### config.mk
export PLATFORM = sky130hd
export DESIGN_NAME = state_xbar
export DESIGN_NICKNAME = d
export VERILOG_FILES = /design/src/rtl/xbar_pkg.sv /design/src/rtl/xbar_input_assembler.sv /design/src/rtl/xbar_mask_bank.sv /design/src/rtl/xbar_or_lane.sv /design/src/rtl/state_xbar.sv
export SDC_FILE = /design/constraint.sdc
export NUM_CORES = 1
export LEC_CHECK = 0
export BUFFER_PORTS_ARGS = -buffer_cell sky130_fd_sc_hd__buf_2
export CORE_MARGIN = 2
export CORE_UTILIZATION = 55
export DETAILED_ROUTE_END_ITERATION = 10
export PLACE_DENSITY = 0.72
export SYNTH_ARGS = -nofsm -noshare
export SYNTH_HDL_FRONTEND = slang
export SYNTH_SLANG_ARGS = --single-unit
### constraint.sdc
create_clock -name clk -period 2.1 [get_ports clk]
set_clock_uncertainty 0.2 [all_clocks]
set_input_delay 0.105 -clock clk [delete_from_list [all_inputs] [get_ports clk]]
set_output_delay 0.105 -clock clk [all_outputs]
set_load 0.1 [all_outputs]
### src/rtl/xbar_pkg.sv
package xbar_pkg;

    // Fixed slots of the source vector
    localparam int SLOT_ZERO = 0;
    localparam int SLOT_ONE  = 1;
    localparam int SLOT_EXT0 = 2;

    function automatic int idx_width(input int n);
        return (n <= 1) ? 1 : $clog2(n);
    endfunction

endpackage

### src/rtl/xbar_input_assembler.sv
module xbar_input_assembler
    import xbar_pkg::*;
#(
    parameter int N_EXT = 8,
    parameter int N_INT = 17,
    parameter int N_IN  = SLOT_EXT0 + N_EXT + N_INT
) (
    input  logic [N_EXT-1:0] ext_pin,
    input  logic [N_INT-1:0] st_in,
    output logic [N_IN-1:0]  src_vec
);

    always_comb begin
        src_vec                            = '0;
        src_vec[SLOT_ZERO]                 = 1'b0;
        src_vec[SLOT_ONE]                  = 1'b1;
        src_vec[SLOT_EXT0 +: N_EXT]        = ext_pin;
        src_vec[SLOT_EXT0 + N_EXT +: N_INT] = st_in;
    end

endmodule

### src/rtl/xbar_mask_bank.sv
module xbar_mask_bank #(
    parameter int N_IN  = 27,
    parameter int N_OUT = 26,
    parameter int IDX_W = 5
) (
    input  logic                        clk,
    input  logic                        rst_n,
    input  logic                        wr_en,
    input  logic [IDX_W-1:0]            wr_idx,
    input  logic [N_IN-1:0]             wr_mask,
    output logic [N_OUT-1:0][N_IN-1:0]  mask_q
);

    for (genvar j = 0; j < N_OUT; j++) begin : g_lane
        logic hit;
        assign hit = wr_en && (wr_idx == IDX_W'(j));

        always_ff @(posedge clk or negedge rst_n) begin
            if (!rst_n) begin
                mask_q[j] <= '0;
            end else if (hit) begin
                mask_q[j] <= wr_mask;
            end
        end
    end

endmodule

### src/rtl/xbar_or_lane.sv
module xbar_or_lane #(
    parameter int N_IN = 27
) (
    input  logic            clk,
    input  logic            rst_n,
    input  logic [N_IN-1:0] mask,
    input  logic [N_IN-1:0] src_vec,
    output logic            q
);

    logic hit_any;
    assign hit_any = |(mask & src_vec);

    always_ff @(posedge clk or negedge rst_n) begin
        if (!rst_n) begin
            q <= 1'b0;
        end else begin
            q <= hit_any;
        end
    end

endmodule

### src/rtl/state_xbar.sv
module state_xbar
    import xbar_pkg::*;
#(
    parameter int N_EXT = 8,
    parameter int N_INT = 17,
    parameter int N_OUT = 26,
    localparam int N_IN  = SLOT_EXT0 + N_EXT + N_INT,
    localparam int IDX_W = idx_width(N_OUT)
) (
    input  logic             clk,
    input  logic             rst_n,
    input  logic [N_EXT-1:0] ext_pin,
    input  logic [N_INT-1:0] st_in,
    input  logic             wr_en,
    input  logic [IDX_W-1:0] wr_idx,
    input  logic [N_IN-1:0]  wr_mask,
    output logic [N_OUT-1:0] st_out
);

    logic [N_IN-1:0]            src_vec;
    logic [N_OUT-1:0][N_IN-1:0] mask_q;

    xbar_input_assembler #(
        .N_EXT (N_EXT),
        .N_INT (N_INT),
        .N_IN  (N_IN)
    ) u_asm (
        .ext_pin (ext_pin),
        .st_in   (st_in),
        .src_vec (src_vec)
    );

    xbar_mask_bank #(
        .N_IN  (N_IN),
        .N_OUT (N_OUT),
        .IDX_W (IDX_W)
    ) u_bank (
        .clk     (clk),
        .rst_n   (rst_n),
        .wr_en   (wr_en),
        .wr_idx  (wr_idx),
        .wr_mask (wr_mask),
        .mask_q  (mask_q)
    );

    for (genvar j = 0; j < N_OUT; j++) begin : g_out
        xbar_or_lane #(
            .N_IN (N_IN)
        ) u_lane (
            .clk     (clk),
            .rst_n   (rst_n),
            .mask    (mask_q[j]),
            .src_vec (src_vec),
            .q       (st_out[j])
        );
    end

endmodule

## Word-level counts from Yosys, hierarchy flattened

Index checks and enable logic that the tools add are counted.

- Flip-flop bits (word level): 728
- Output and inout bits: 26
- Word-level logic and storage cells: 156

- Equal/unequal tests: 25
- Bitwise operators: 26
- Reductions and logical operators: 53

Operators by type and width:

| operator | number |
|---|---|
| 27-bit AND | 26 |
| 27-bit OR reduction | 26 |
| 5-bit equality test (second input constant) | 10 |
| 5-bit by 4-bit equality test with 1-bit output (second input constant) | 8 |
| 1-bit logical AND | 26 |
| 5-bit by 3-bit equality test with 1-bit output (second input constant) | 4 |
| 5-bit by 2-bit equality test with 1-bit output (second input constant) | 2 |
| 5-bit by 1-bit equality test with 1-bit output (second input constant) | 1 |
| 5-bit logical NOT | 1 |

## Longest topological paths before layout

Gate-level depths: netlist of run 1.

- Word-level depth: 2
- Gate-level depth with buffers: 6

## By module

A second synthesis of run 1 with hierarchy kept.

- Cell total of the unflattened synthesis: 2056
- Area, all modules: 30827.1 um^2

Modules (own cells, without submodules):

| module | times used | cells each | area each (um^2) | sequential area each (um^2) |
|---|---|---|---|---|
| xbar_mask_bank | 1 | 1559 | 26485.4 | 17566.8 |
| xbar_or_lane | 26 | 18 | 158.9 | 25.0 |
| xbar_input_assembler | 1 | 29 | 210.2 | 0.0 |

## Least setup slack after synthesis of run 1

Ideal clock, no wire load.

- Path type: input -> register
- Start: input wr_idx[0]
- End: register u_bank.mask_q[530] (netlist bit)
- Arrival time: 1.400 ns
- Required time: 1.775 ns
- Setup slack: 0.375 ns
- Stages: 5
- Path buffers: 2
- Cell sequence: buf_2 nand2_1 nor4_4 buf_6 mux2_2

- Longest elaborated chain between the ends: 2

Ends and longest elaborated chain:

| what | RTL line | source |
|---|---|---|
| from (decl) | state_xbar.sv:15 | `input logic [IDX_W-1:0] wr_idx,` |
| 5-bit equality test | xbar_mask_bank.sv:16 | `assign hit = wr_en && (wr_idx == IDX_W'(j));` |
| 1-bit logical AND | xbar_mask_bank.sv:16 |  |
| to (signal, indexed assignment) | xbar_mask_bank.sv:22 | `mask_q[j] <= wr_mask;` |
| to (decl) | xbar_mask_bank.sv:11 | `output logic [N_OUT-1:0][N_IN-1:0] mask_q` |

Every way passes these cells.
A chain may end at the register's enable or synchronous reset.

## Final worst setup path of run 1

- Start: register u_bank.mask_q[466] (netlist bit)
- End: register g_out[17].u_lane.q

- Longest elaborated chain between the ends: 2

Ends and longest elaborated chain:

| what | RTL line | source |
|---|---|---|
| 27-bit AND | xbar_or_lane.sv:12 | `assign hit_any = \|(mask & src_vec);` |
| 27-bit OR reduction | xbar_or_lane.sv:12 |  |
| net g_out[17].u_lane.hit_any | xbar_or_lane.sv:11 | `logic hit_any;` |
| to (signal assigned) | xbar_or_lane.sv:18 | `q <= hit_any;` |
| to (decl) | xbar_or_lane.sv:8 | `output logic q` |

The timed path passes the listed nets, and every way through them passes these cells.

==> flow_metrics.env, run 1 <==
export IMPL_gp_congestion=0.817
export IMPL_die_w_microns=238
export IMPL_dp_hpwl_microns=51600
export IMPL_p_comb_frac=0.165
export IMPL_drv_slew=0
export IMPL_io_buffers=84
export IMPL_cts_buffers_inserted=72
export IMPL_synthCells=2076
export IMPL_ys_seq_elements=702
export IMPL_clock_root_buffer="clkbuf_16"
export IMPL_wl_microns=87600
export IMPL_final_common_cell="dfrtp_1"
export IMPL_leakage_nw=15.6
export IMPL_area_growth_pct=15.0
export IMPL_dpl_cell_count=2766
export IMPL_cts_path_max_buffers=3
export IMPL_cp_slowest_stage_delay_ns=0.47
export IMPL_die_area_sq_um=56500
export IMPL_p_seq_frac=0.476
export IMPL_grt_ovfl_total=0
export IMPL_maxCapViolCount=0
export IMPL_tritoncts="done"
export IMPL_clock_sinks=702
export IMPL_final_cell_mix="702 x dfrtp_1, 663 x mux2_2, 156 x a22oi_1"
export IMPL_antenna_found_initial=7
export IMPL_grt_max_degree=119
export IMPL_vdd_ir_drop_worst_mv=0.591
export IMPL_min_period_over_period=0.904
export IMPL_p_clk_frac=0.359
export IMPL_place_ws_ns=0.127
export IMPL_core_area_sq_um=53900
export IMPL_rsz0062_at_grt="no"
export IMPL_critical_path_depth=4
export IMPL_fin_ws_ns=0.202
export IMPL_syn_area_per_cell_sq_um=14.5
export IMPL_cp_arrival_ns=2.16
export IMPL_synth_area_sq_um=30000
export IMPL_postCtsSetupRepairBufs=0
export IMPL_post_route_cell_area_sq_um=34500
export IMPL_num_vias=19373
export IMPL_slew_headroom=0.397
export IMPL_hold_class="in2async"
export IMPL_cp_max_fo=2
export IMPL_final_min_clock_period_ns=1.90
export IMPL_whs_ns=-0.0177
export IMPL_p_int_mw=27.1
export IMPL_setup_viol=0
export IMPL_grt_pass1_wl_microns=131000
export IMPL_clk_latency_ns=0.61
export IMPL_required_ns=2.36
export IMPL_r2r_start="u_bank.mask_q[466]"
export IMPL_status="complete, but fails checks"
export IMPL_crit_chain="a22o_1 > a221oi_1 > nand4_1 > or3_1"
export IMPL_fin_setup_tns_ns=0
export IMPL_worstPathBufferInverterCount=0
export IMPL_cts_htree_levels=3
export IMPL_remaining_drc_errors=0
export IMPL_start_util=0.557
export IMPL_drive_gt1_frac=0.459
export IMPL_viasPerCell=6.62
export IMPL_drt_iter0_drc=1735
export IMPL_critPathLaunchType="flop"
export IMPL_drt_pass1_iter_count=6
export IMPL_critPathKind="reg2reg"
export IMPL_power_switching_mw=9.64
export IMPL_grt_pass1_vias=20202
export IMPL_crit_slowest_cell="or3_1"
export IMPL_reg2reg_depth=4
export IMPL_clk_pin_slew_ns=0.06
export IMPL_r2r_slack_ns=0.20
export IMPL_place_area_sq_um=31800
export IMPL_synthDistinctLibCells=30
export IMPL_hold_violations=4
export IMPL_path_delay_family="simple AND/OR/NAND/NOR gates"
export IMPL_track_usage=0.316
export IMPL_layout_nets=2235
export IMPL_switching_share=0.263
export IMPL_wl_per_cell_microns=29.9
export IMPL_synth_warnings=0
export IMPL_finalNonFillerCells=2927
export IMPL_die_h_microns=238
export IMPL_rows=85
export IMPL_io_pins=86
export IMPL_worstMarginPinSlew_ns=0.904
export IMPL_worstSetupEndpointType="flop"
export IMPL_ant_nets=0
export IMPL_clock_fmax_mhz=527
export IMPL_synth_nets=2136
export IMPL_pwr_density_cell_nw_per_um2=1060
export IMPL_ys_seq_area_frac=0.585
export IMPL_r2r_end="g_out[17].u_lane.q"
export IMPL_violations="hold timing"
through the flow:
stage	power, mW	utilization	hold WS, ns
2_1_floorplan	21.5	-	-0.391
3_3_place_gp	23.2	0.589	-0.232
3_5_place_dp	23.6	0.589	-0.229
4_1_cts	36.8	0.640	0.00253
5_1_grt	38.1	0.640	0.0137
6_report	36.7	0.640	-0.0177
cell type report:
cell class | instances | area [sq um]
Fill cell | 3822 | 19400
Clock inverter | 26 | 295
Antenna cell | 1 | 2.50
Tap cell | 696 | 871
Timing Repair Buffer | 239 | 2370
Sequential cell | 702 | 17600
Multi-Input combinational cell | 1160 | 11300
Clock buffer | 103 | 2140
synth_stat cells:
cell	n	area share
nand4b_4	1	0.00079
dfrtp_1	702	0.59
a21oi_1	26	0.0043
nand3_1	52	0.0087
clkbuf_1	122	0.015
and2b_1	3	0.00075
nor3b_4	2	0.0013
a22o_1	78	0.023
nor3_4	3	0.0016
a221oi_1	78	0.023
nand2_1	2	0.00025
buf_2	23	0.0038
mux2_1	9	0.0034
nor2b_1	2	0.00042
buf_4	31	0.0078
buf_6	32	0.012
nand4_2	1	0.00042
or3_1	27	0.0056
mux2_4	4	0.0020
buf_1	6	0.00075
nor4_4	2	0.0014
nand2b_1	2	0.00042
nand4b_1	1	0.00029
nand3_2	1	0.00033
a22oi_1	156	0.039
nand2b_4	1	0.00046
mux2_2	663	0.25
nand2_2	12	0.0025
nor2_2	8	0.0017
nand4_1	26	0.0054
sequential cells by signal, summed over array words and instances (netlist names):
register	flops
g_out.u_lane.q	26
u_bank.mask_q	676
power by group through the flow:
stage               logic (mW)  clock network [mW]  registers [mW]
global route              6.47                13.9            17.8
floorplan                 4.28                   0            17.2
CTS                       6.04                13.3            17.4
detailed placement        5.95                   0            17.7
global placement          5.74                   0            17.5
finish                    6.04                13.2            17.5
worst register-to-register path, delay by kind of cell (launching register included):
kind	cells	cell delay, ns
compound gates	2	0.46
flops	1	0.38
simple gates	2	0.72
layer usage:
layer	wire length [microns]	up-vias	GRT usage
li1	-	7943	-
met1	36200	10433	0.440
met2	41400	815	0.500
met3	7280	180	0.0639
met4	2640	2	0.107
met5	13	-	0
worst max path at each step:
| stage | startpoint | to | slack [ns] |
|---|---|---|---|
| floorplan | wr_idx[0] | u_bank.mask_q[530] | 0.38 |
| global placement | st_in[7] | g_out[17].u_lane.q | 0.15 |
| detailed placement | st_in[13] | g_out[17].u_lane.q | 0.13 |
| CTS | u_bank.mask_q[466] | g_out[17].u_lane.q | 0.20 |
| global route | u_bank.mask_q[466] | g_out[17].u_lane.q | 0.14 |
| finish | u_bank.mask_q[466] | g_out[17].u_lane.q | 0.20 |
logic make-up after synthesis:
logic type             synth area share
AO/OA/AOI/OAI                    0.0889
buffers and inverters            0.0396
flip-flops                        0.585
multiplexers                      0.254
AND/OR/NAND/NOR                  0.0323
timing repair:
item                       in CTS  in global routing
hold endpoints to repair      965                  0
setup endpoints to repair       0                  0
hold buffers                   31                  0
gates resized for setup         0                  0
No activity file was read; power rests on OpenSTA's default activity.
==> run 2: changes to the inputs <==
--- a/config.mk
+++ b/config.mk
@@ -7,9 +7,10 @@
 export LEC_CHECK = 0
 export BUFFER_PORTS_ARGS = -buffer_cell sky130_fd_sc_hd__buf_2
 export CORE_MARGIN = 2
-export CORE_UTILIZATION = 55
+export CORE_UTILIZATION = 40
 export DETAILED_ROUTE_END_ITERATION = 10
-export PLACE_DENSITY = 0.72
+export PLACE_DENSITY = 0.56
 export SYNTH_ARGS = -nofsm -noshare
 export SYNTH_HDL_FRONTEND = slang
+export SYNTH_HIERARCHICAL = 1
 export SYNTH_SLANG_ARGS = --single-unit
==> run 2 against run 1 <==
  * The flow now finishes without violations
  * Final area up 3.1%
  * Critical endpoint is now g_out[7].u_lane/q
  * Final cell count up 11%
  * Highest routed layer unchanged
  * Largest power group unchanged
  * Critical path type unchanged
  * Register-to-register slack got worse by 0.04 ns
==> flow_metrics.env, run 2 <==
export IMPL_grt_use_met1=0.316
export IMPL_pwr_density_cell_nw_per_um2=1070
export IMPL_final_min_clock_period_ns=1.94
export IMPL_io_buffers=85
export IMPL_yosys_cell_count_top_type="dfrtp_1"
export IMPL_die_h_microns=282
export IMPL_synthCells=2056
export IMPL_synth_top_area_share=0.591
export IMPL_yosysTopAreaCell="dfrtp_1"
export IMPL_cp_arrival_ns=2.24
export IMPL_min_period_over_period=0.922
export IMPL_leakage_nw=15.9
export IMPL_layout_area_seq_sq_um=18200
export IMPL_syn_area_per_cell_sq_um=15.0
export IMPL_r2r_start="u_bank/mask_q[202]"
export IMPL_fin_ws_ns=0.164
export IMPL_worstPathBufferInverterCount=1
export IMPL_vdd_ir_drop_worst_mv=0.611
export IMPL_gp_congestion=0.793
export IMPL_status="complete, no violations"
export IMPL_grt_busiest_layer="met2"
export IMPL_io_pins=86
export IMPL_worstSetupEndpointType="flop"
export IMPL_critPathLaunchType="flop"
export IMPL_use_met3=0.0390
export IMPL_whs_ns=0.0220
export IMPL_min_to="g_out[22].u_lane/q"
export IMPL_crit_slowest_cell="dlygate4sd3_1"
export IMPL_die_w_microns=282
export IMPL_hold_path_depth=4
export IMPL_worstMarginPinSlew_ns=0.947
export IMPL_clk_latency_ns=0.62
export IMPL_critPathKind="reg2reg"
export IMPL_layout_nets=2221
export IMPL_place_ws_ns=-0.126
export IMPL_hold_class="in2reg"
export IMPL_drive_gt1_frac=0.443
export IMPL_synth_warnings=6
export IMPL_largest_register_ffs=702
export IMPL_cts_path_max_buffers=3
export IMPL_ys_top_cells_by_count="728 x dfrtp_1, 622 x mux2_2, 260 x a22oi_1"
export IMPL_antenna_found_initial=9
export IMPL_drt_pass1_iter_count=6
export IMPL_drt_iter0_drc=1531
export IMPL_cp_slowest_stage_delay_ns=0.56
export IMPL_grt_pass1_vias=20633
export IMPL_synth_area_leaders="dfrtp_1 59%, mux2_2 23%, a22oi_1 6.3%, mux2_4 1.9%, nand4_1 1.6%"
export IMPL_clock_fmax_mhz=517
export IMPL_die_area_sq_um=79300
export IMPL_grt_pass1_wl_microns=134000
export IMPL_r2r_slack_ns=0.16
export IMPL_remaining_drc_errors=0
export IMPL_min_from="ext_pin[3]"
export IMPL_final_common_cell="dfrtp_1"
export IMPL_ys_seq_area_frac=0.591
export IMPL_viasPerCell=5.89
export IMPL_cp_max_fo=2
export IMPL_core_area_sq_um=76100
export IMPL_crit_chain="a22oi_1 > nand4_1 > dlygate4sd3_1 > or3_1"
export IMPL_clock_root_buffer="clkbuf_16"
export IMPL_synthDistinctLibCells=27
export IMPL_ys_seq_elements=728
export IMPL_drv_slew=0
export IMPL_clk_pin_slew_ns=0.06
export IMPL_hold_violations=0
export IMPL_num_vias=19154
export IMPL_synth_edf_count=0
export IMPL_final_cell_mix="728 x dfrtp_1, 622 x mux2_2, 260 x a22oi_1"
export IMPL_grt_max_degree=120
export IMPL_setup_viol=0
export IMPL_synth_area_sq_um=30800
export IMPL_multi_input_area_sq_um=11800
export IMPL_async_flop_share=1.00
export IMPL_rows=101
export IMPL_place_area_sq_um=32800
export IMPL_wl_microns=88700
export IMPL_r2r_end="g_out[7].u_lane/q"
export IMPL_clock_sinks=728
export IMPL_synth_nets=2116
export IMPL_maxCapViolCount=0
export IMPL_tritoncts="done"
export IMPL_cts_buffers_inserted=79
export IMPL_reg2reg_depth=4
export IMPL_area_growth_pct=15.4
export IMPL_use_met2=0.368
export IMPL_num_fill_cells=6644
export IMPL_ant_nets=0
export IMPL_post_route_cell_area_sq_um=35600
export IMPL_synth_flop_cell="dfrtp_1"
export IMPL_start_util=0.405
export IMPL_rsz0062_at_grt="no"
export IMPL_track_usage=0.227
export IMPL_wl_per_cell_microns=27.2
export IMPL_grt_ovfl_total=0
export IMPL_slew_headroom=0.369
export IMPL_top_regs="u_bank/mask_q: 702 flops, g_out.u_lane/q: 26 flops"
export IMPL_path_delay_family="buffers and inverters"
export IMPL_total_power_mw=38.2
export IMPL_largest_register="u_bank/mask_q"
export IMPL_required_ns=2.40
export IMPL_dp_hpwl_microns=52400
export IMPL_cts_htree_levels=3
==> run 2: cell families (layout without fill, tap and decap cells) <==
kind of cell,count (synthesis),after routing,synth area share
flops,728,728,0.591
mux,702,702,0.261
compound gates,338,338,0.0918
other cells,2,5,0.000244
simple gates,143,143,0.0307
buf+inv,143,308,0.0250
==> run 2: cell type report <==
cell class	count	share of cell area
clock buffer	128	0.0693
clock inverter	13	0.00436
sequential	728	0.512
multi-input combinational	1185	0.333
tap	1030	0.0362
antenna	3	0.000211
timing repair buffer	167	0.0450
==> run 2: routing by layer <==
metal,vias up,part of all wire
met5,-,0.00082
li1,8096,-
met3,144,0.051
met1,10382,0.45
met4,12,0.023
met2,520,0.47
==> run 2: what timing repair did <==
action	4_1_cts	5_1_grt
hold endpoints to repair	826	0
gates resized for setup	0	0
hold buffers	15	0
setup endpoints to repair	0	0
setup buffers	0	0
==> run 2: worst max-delay path by stage <==
stage	startpoint	end	slack (ns)	cells past startpoint
6_report	u_bank/mask_q[202]	g_out[7].u_lane/q	0.16	4
5_1_grt	u_bank/mask_q[202]	g_out[7].u_lane/q	0.07	4
4_1_cts	g_out[23].u_lane/q	st_out[23]	0.16	1
3_5_place_dp	ext_pin[5]	g_out[6].u_lane/q	-0.13	5
3_3_place_gp	ext_pin[5]	g_out[6].u_lane/q	-0.06	5
2_1_floorplan	wr_idx[1]	u_bank/mask_q[681]	0.41	5
==> run 2: through the flow <==
stage	cells	TNS (ns)	utilization
finish	3254	0	0.468
global route	3252	0	0.468
CTS	3251	0	0.468
detailed placement	3095	-0.364	0.431
global placement	3095	-0.166	0.431
floorplan	2056	0	-
==> run 2: tightest hold or removal path, stage by stage <==
cell      delay (ns)
buf_2           0.31
a221oi_2        0.11
nand4_1         0.15
or3_1           0.12
==> run 2: report_power, final <==
group | internal, mW | switching (mW) | total (mW)
registers | 16.7 | 1.42 | 18.1
clock network | 8.38 | 5.58 | 14.0
logic | 3.13 | 3.00 | 6.13
==> run 3: changes to the inputs <==
--- a/config.mk
+++ b/config.mk
@@ -8,6 +8,7 @@
 export BUFFER_PORTS_ARGS = -buffer_cell sky130_fd_sc_hd__buf_2
 export CORE_MARGIN = 2
 export CORE_UTILIZATION = 40
+export CTS_BUF_LIST = sky130_fd_sc_hd__clkbuf_4 sky130_fd_sc_hd__clkbuf_8
 export DETAILED_ROUTE_END_ITERATION = 10
 export PLACE_DENSITY = 0.56
 export SYNTH_ARGS = -nofsm -noshare
==> run 3 against run 2 <==
  * The flow now finishes with violations (setup timing)
  * Maximum frequency fell by 10%
  * Register-to-register slack about the same
  * Final area up 1.7%
  * Highest routed layer unchanged
  * First-iteration DRC count down 9.4%
  * Global-route usage is 0.34 points higher
  * Critical path depth up 3
  * Final cell count increased by 3.9%
  * Wire length rose by 1.2%
  * Total power is 0.76% higher
==> flow_metrics.env, run 3 (synthesis gave the netlist of run 2 again) <==
export IMPL_track_usage=0.231
export IMPL_final_min_clock_period_ns=2.15
export IMPL_cts_buffers_inserted=131
export IMPL_tritoncts="done"
export IMPL_place_area_sq_um=32800
export IMPL_crit_slowest_cell="dlygate4sd3_1"
export IMPL_io_pins=86
export IMPL_final_cell_mix="728 x dfrtp_1, 622 x mux2_2, 260 x a22oi_1"
export IMPL_pwr_density_cell_nw_per_um2=1060
export IMPL_num_vias=19527
export IMPL_wl_per_cell_microns=26.5
export IMPL_remaining_drc_errors=0
export IMPL_grt_pass1_vias=21295
export IMPL_rows=101
export IMPL_die_w_microns=282
export IMPL_grt_max_degree=120
export IMPL_place_ws_ns=-0.126
export IMPL_hold_class="in2reg"
export IMPL_drt_iter0_drc=1387
export IMPL_grt_ovfl_total=0
export IMPL_cp_arrival_ns=2.59
export IMPL_gp_congestion=0.793
export IMPL_worstMarginPinSlew_ns=0.934
export IMPL_maxCapViolCount=0
export IMPL_status="complete, but fails checks"
export IMPL_slew_headroom=0.377
export IMPL_largest_register="u_bank/mask_q"
export IMPL_layout_nets=2306
export IMPL_largest_register_ffs=702
export IMPL_area_growth_pct=17.4
export IMPL_violations="setup timing"
export IMPL_leakage_nw=16.2
export IMPL_dp_hpwl_microns=52400
export IMPL_clock_fmax_mhz=465
export IMPL_finalNonFillerCells=3382
export IMPL_min_period_over_period=1.03
export IMPL_cp_slowest_stage_delay_ns=0.57
export IMPL_drv_slew=0
export IMPL_top_regs="u_bank/mask_q: 702 flops, g_out.u_lane/q: 26 flops"
export IMPL_critPathKind="in2reg"
export IMPL_cts_path_max_buffers=3
export IMPL_dpl_cell_count=3095
export IMPL_cts_htree_levels=4
export IMPL_final_common_cell="dfrtp_1"
export IMPL_start_util=0.405
export IMPL_io_buffers=85
export IMPL_die_h_microns=282
export IMPL_vdd_ir_drop_worst_mv=0.546
export IMPL_grt_pass1_wl_microns=135000
export IMPL_clk_latency_ns=0.77
export IMPL_hold_violations=0
export IMPL_total_power_mw=38.5
export IMPL_setup_viol=28
export IMPL_postCtsSetupRepairBufs=0
export IMPL_r2r_slack_ns=0.16
export IMPL_antenna_found_initial=8
export IMPL_rsz0062_at_grt="yes"
export IMPL_clock_root_buffer="clkbuf_8"
export IMPL_crit_chain="dlygate4sd3_1 > buf_2 > nand4b_2 > nor2_2 > buf_12 > mux2_2 > dlygate4sd3_1"
export IMPL_viasPerCell=5.77
export IMPL_fin_ws_ns=-0.0528
export IMPL_drt_pass1_iter_count=7
export IMPL_post_route_cell_area_sq_um=36200
export IMPL_whs_ns=0.0942
export IMPL_worst_path_most_repeated_cell="dlygate4sd3_1"
export IMPL_die_area_sq_um=79300
export IMPL_clk_pin_slew_ns=0.06
export IMPL_required_ns=2.54
export IMPL_clock_sinks=728
export IMPL_fin_setup_tns_ns=-0.544
export IMPL_final_core_util=0.476
export IMPL_ant_nets=0
export IMPL_drive_gt1_frac=0.469
export IMPL_wl_microns=89700
export IMPL_path_delay_family="buffers and inverters"
export IMPL_worstPathBufferInverterCount=4
export IMPL_critPathLaunchType="primary input"
export IMPL_num_fill_cells=6644
export IMPL_cp_max_fo=27
export IMPL_core_area_sq_um=76100
export IMPL_worstSetupEndpointType="flop"
run 3: cell count changes in the layout (fill, tap and decap cells not counted), sizes merged, moves of 2 or more:
cell / previous run / this run
diode: 3 / 7
clkbuf: 128 / 214
clkinv: 7 / 5
dlygate4sd3: 15 / 47
clkinvlp: 0 / 8
run 3: area by class of cell:
class                           count  area (sq um)  area share
Timing Repair Buffer              200          1940      0.0537
Antenna cell                        7          17.5    0.000484
Tap cell                         1030          1290      0.0356
Clock inverter                     18           174     0.00481
Clock buffer                      214          2690      0.0743
Sequential cell                   728         18200       0.504
Multi-Input combinational cell   1185         11800       0.328
run 3: repair_timing:
action                                  4_1_cts  5_1_grt
hold endpoints to repair                   1456        0
endpoints found under the setup margin        1       28
resized for setup                             1        1
pin swaps                                     0        0
hold buffers                                 48        0
run 3: power by group:
part	total (mW)	internal (mW)	leakage, nW	switching [mW]
clock	14.2	8.32	1.50	5.86
combinational	6.19	3.18	5.53	3.01
sequential	18.2	16.7	9.21	1.43
total	38.5	28.2	16.2	10.3
run 3: final timing paths:
check	cells past startpoint	start	to
min in group asynchronous	4	rst_n	u_bank/mask_q[274]
worst max-delay path	7	wr_idx[4]	u_bank/mask_q[406]
worst min-delay path	4	st_in[7]	g_out[1].u_lane/q
worst max register to register	4	u_bank/mask_q[202]	g_out[7].u_lane/q
max in group asynchronous	6	rst_n	u_bank/mask_q[323]
worst min register to register	1	u_bank/mask_q[315]	u_bank/mask_q[315]
run 3: worst min-delay path: cells and delay by family:
| family | cells | cell delay (ns) |
|---|---|---|
| and+or+nand+nor | 2 | 0.16 |
| AOI/OAI and AO/OA | 1 | 0.13 |
| buffers and inverters | 1 | 0.61 |
run 3: metal layers:
| layer | wire, microns | up-vias | global-route usage |
|---|---|---|---|
| met5 | 27 | - | 0 |
| met4 | 1530 | 4 | 0.0666 |
| met3 | 4650 | 107 | 0.0428 |
| met2 | 42600 | 540 | 0.372 |
| met1 | 40800 | 10586 | 0.318 |
| li1 | - | 8290 | - |
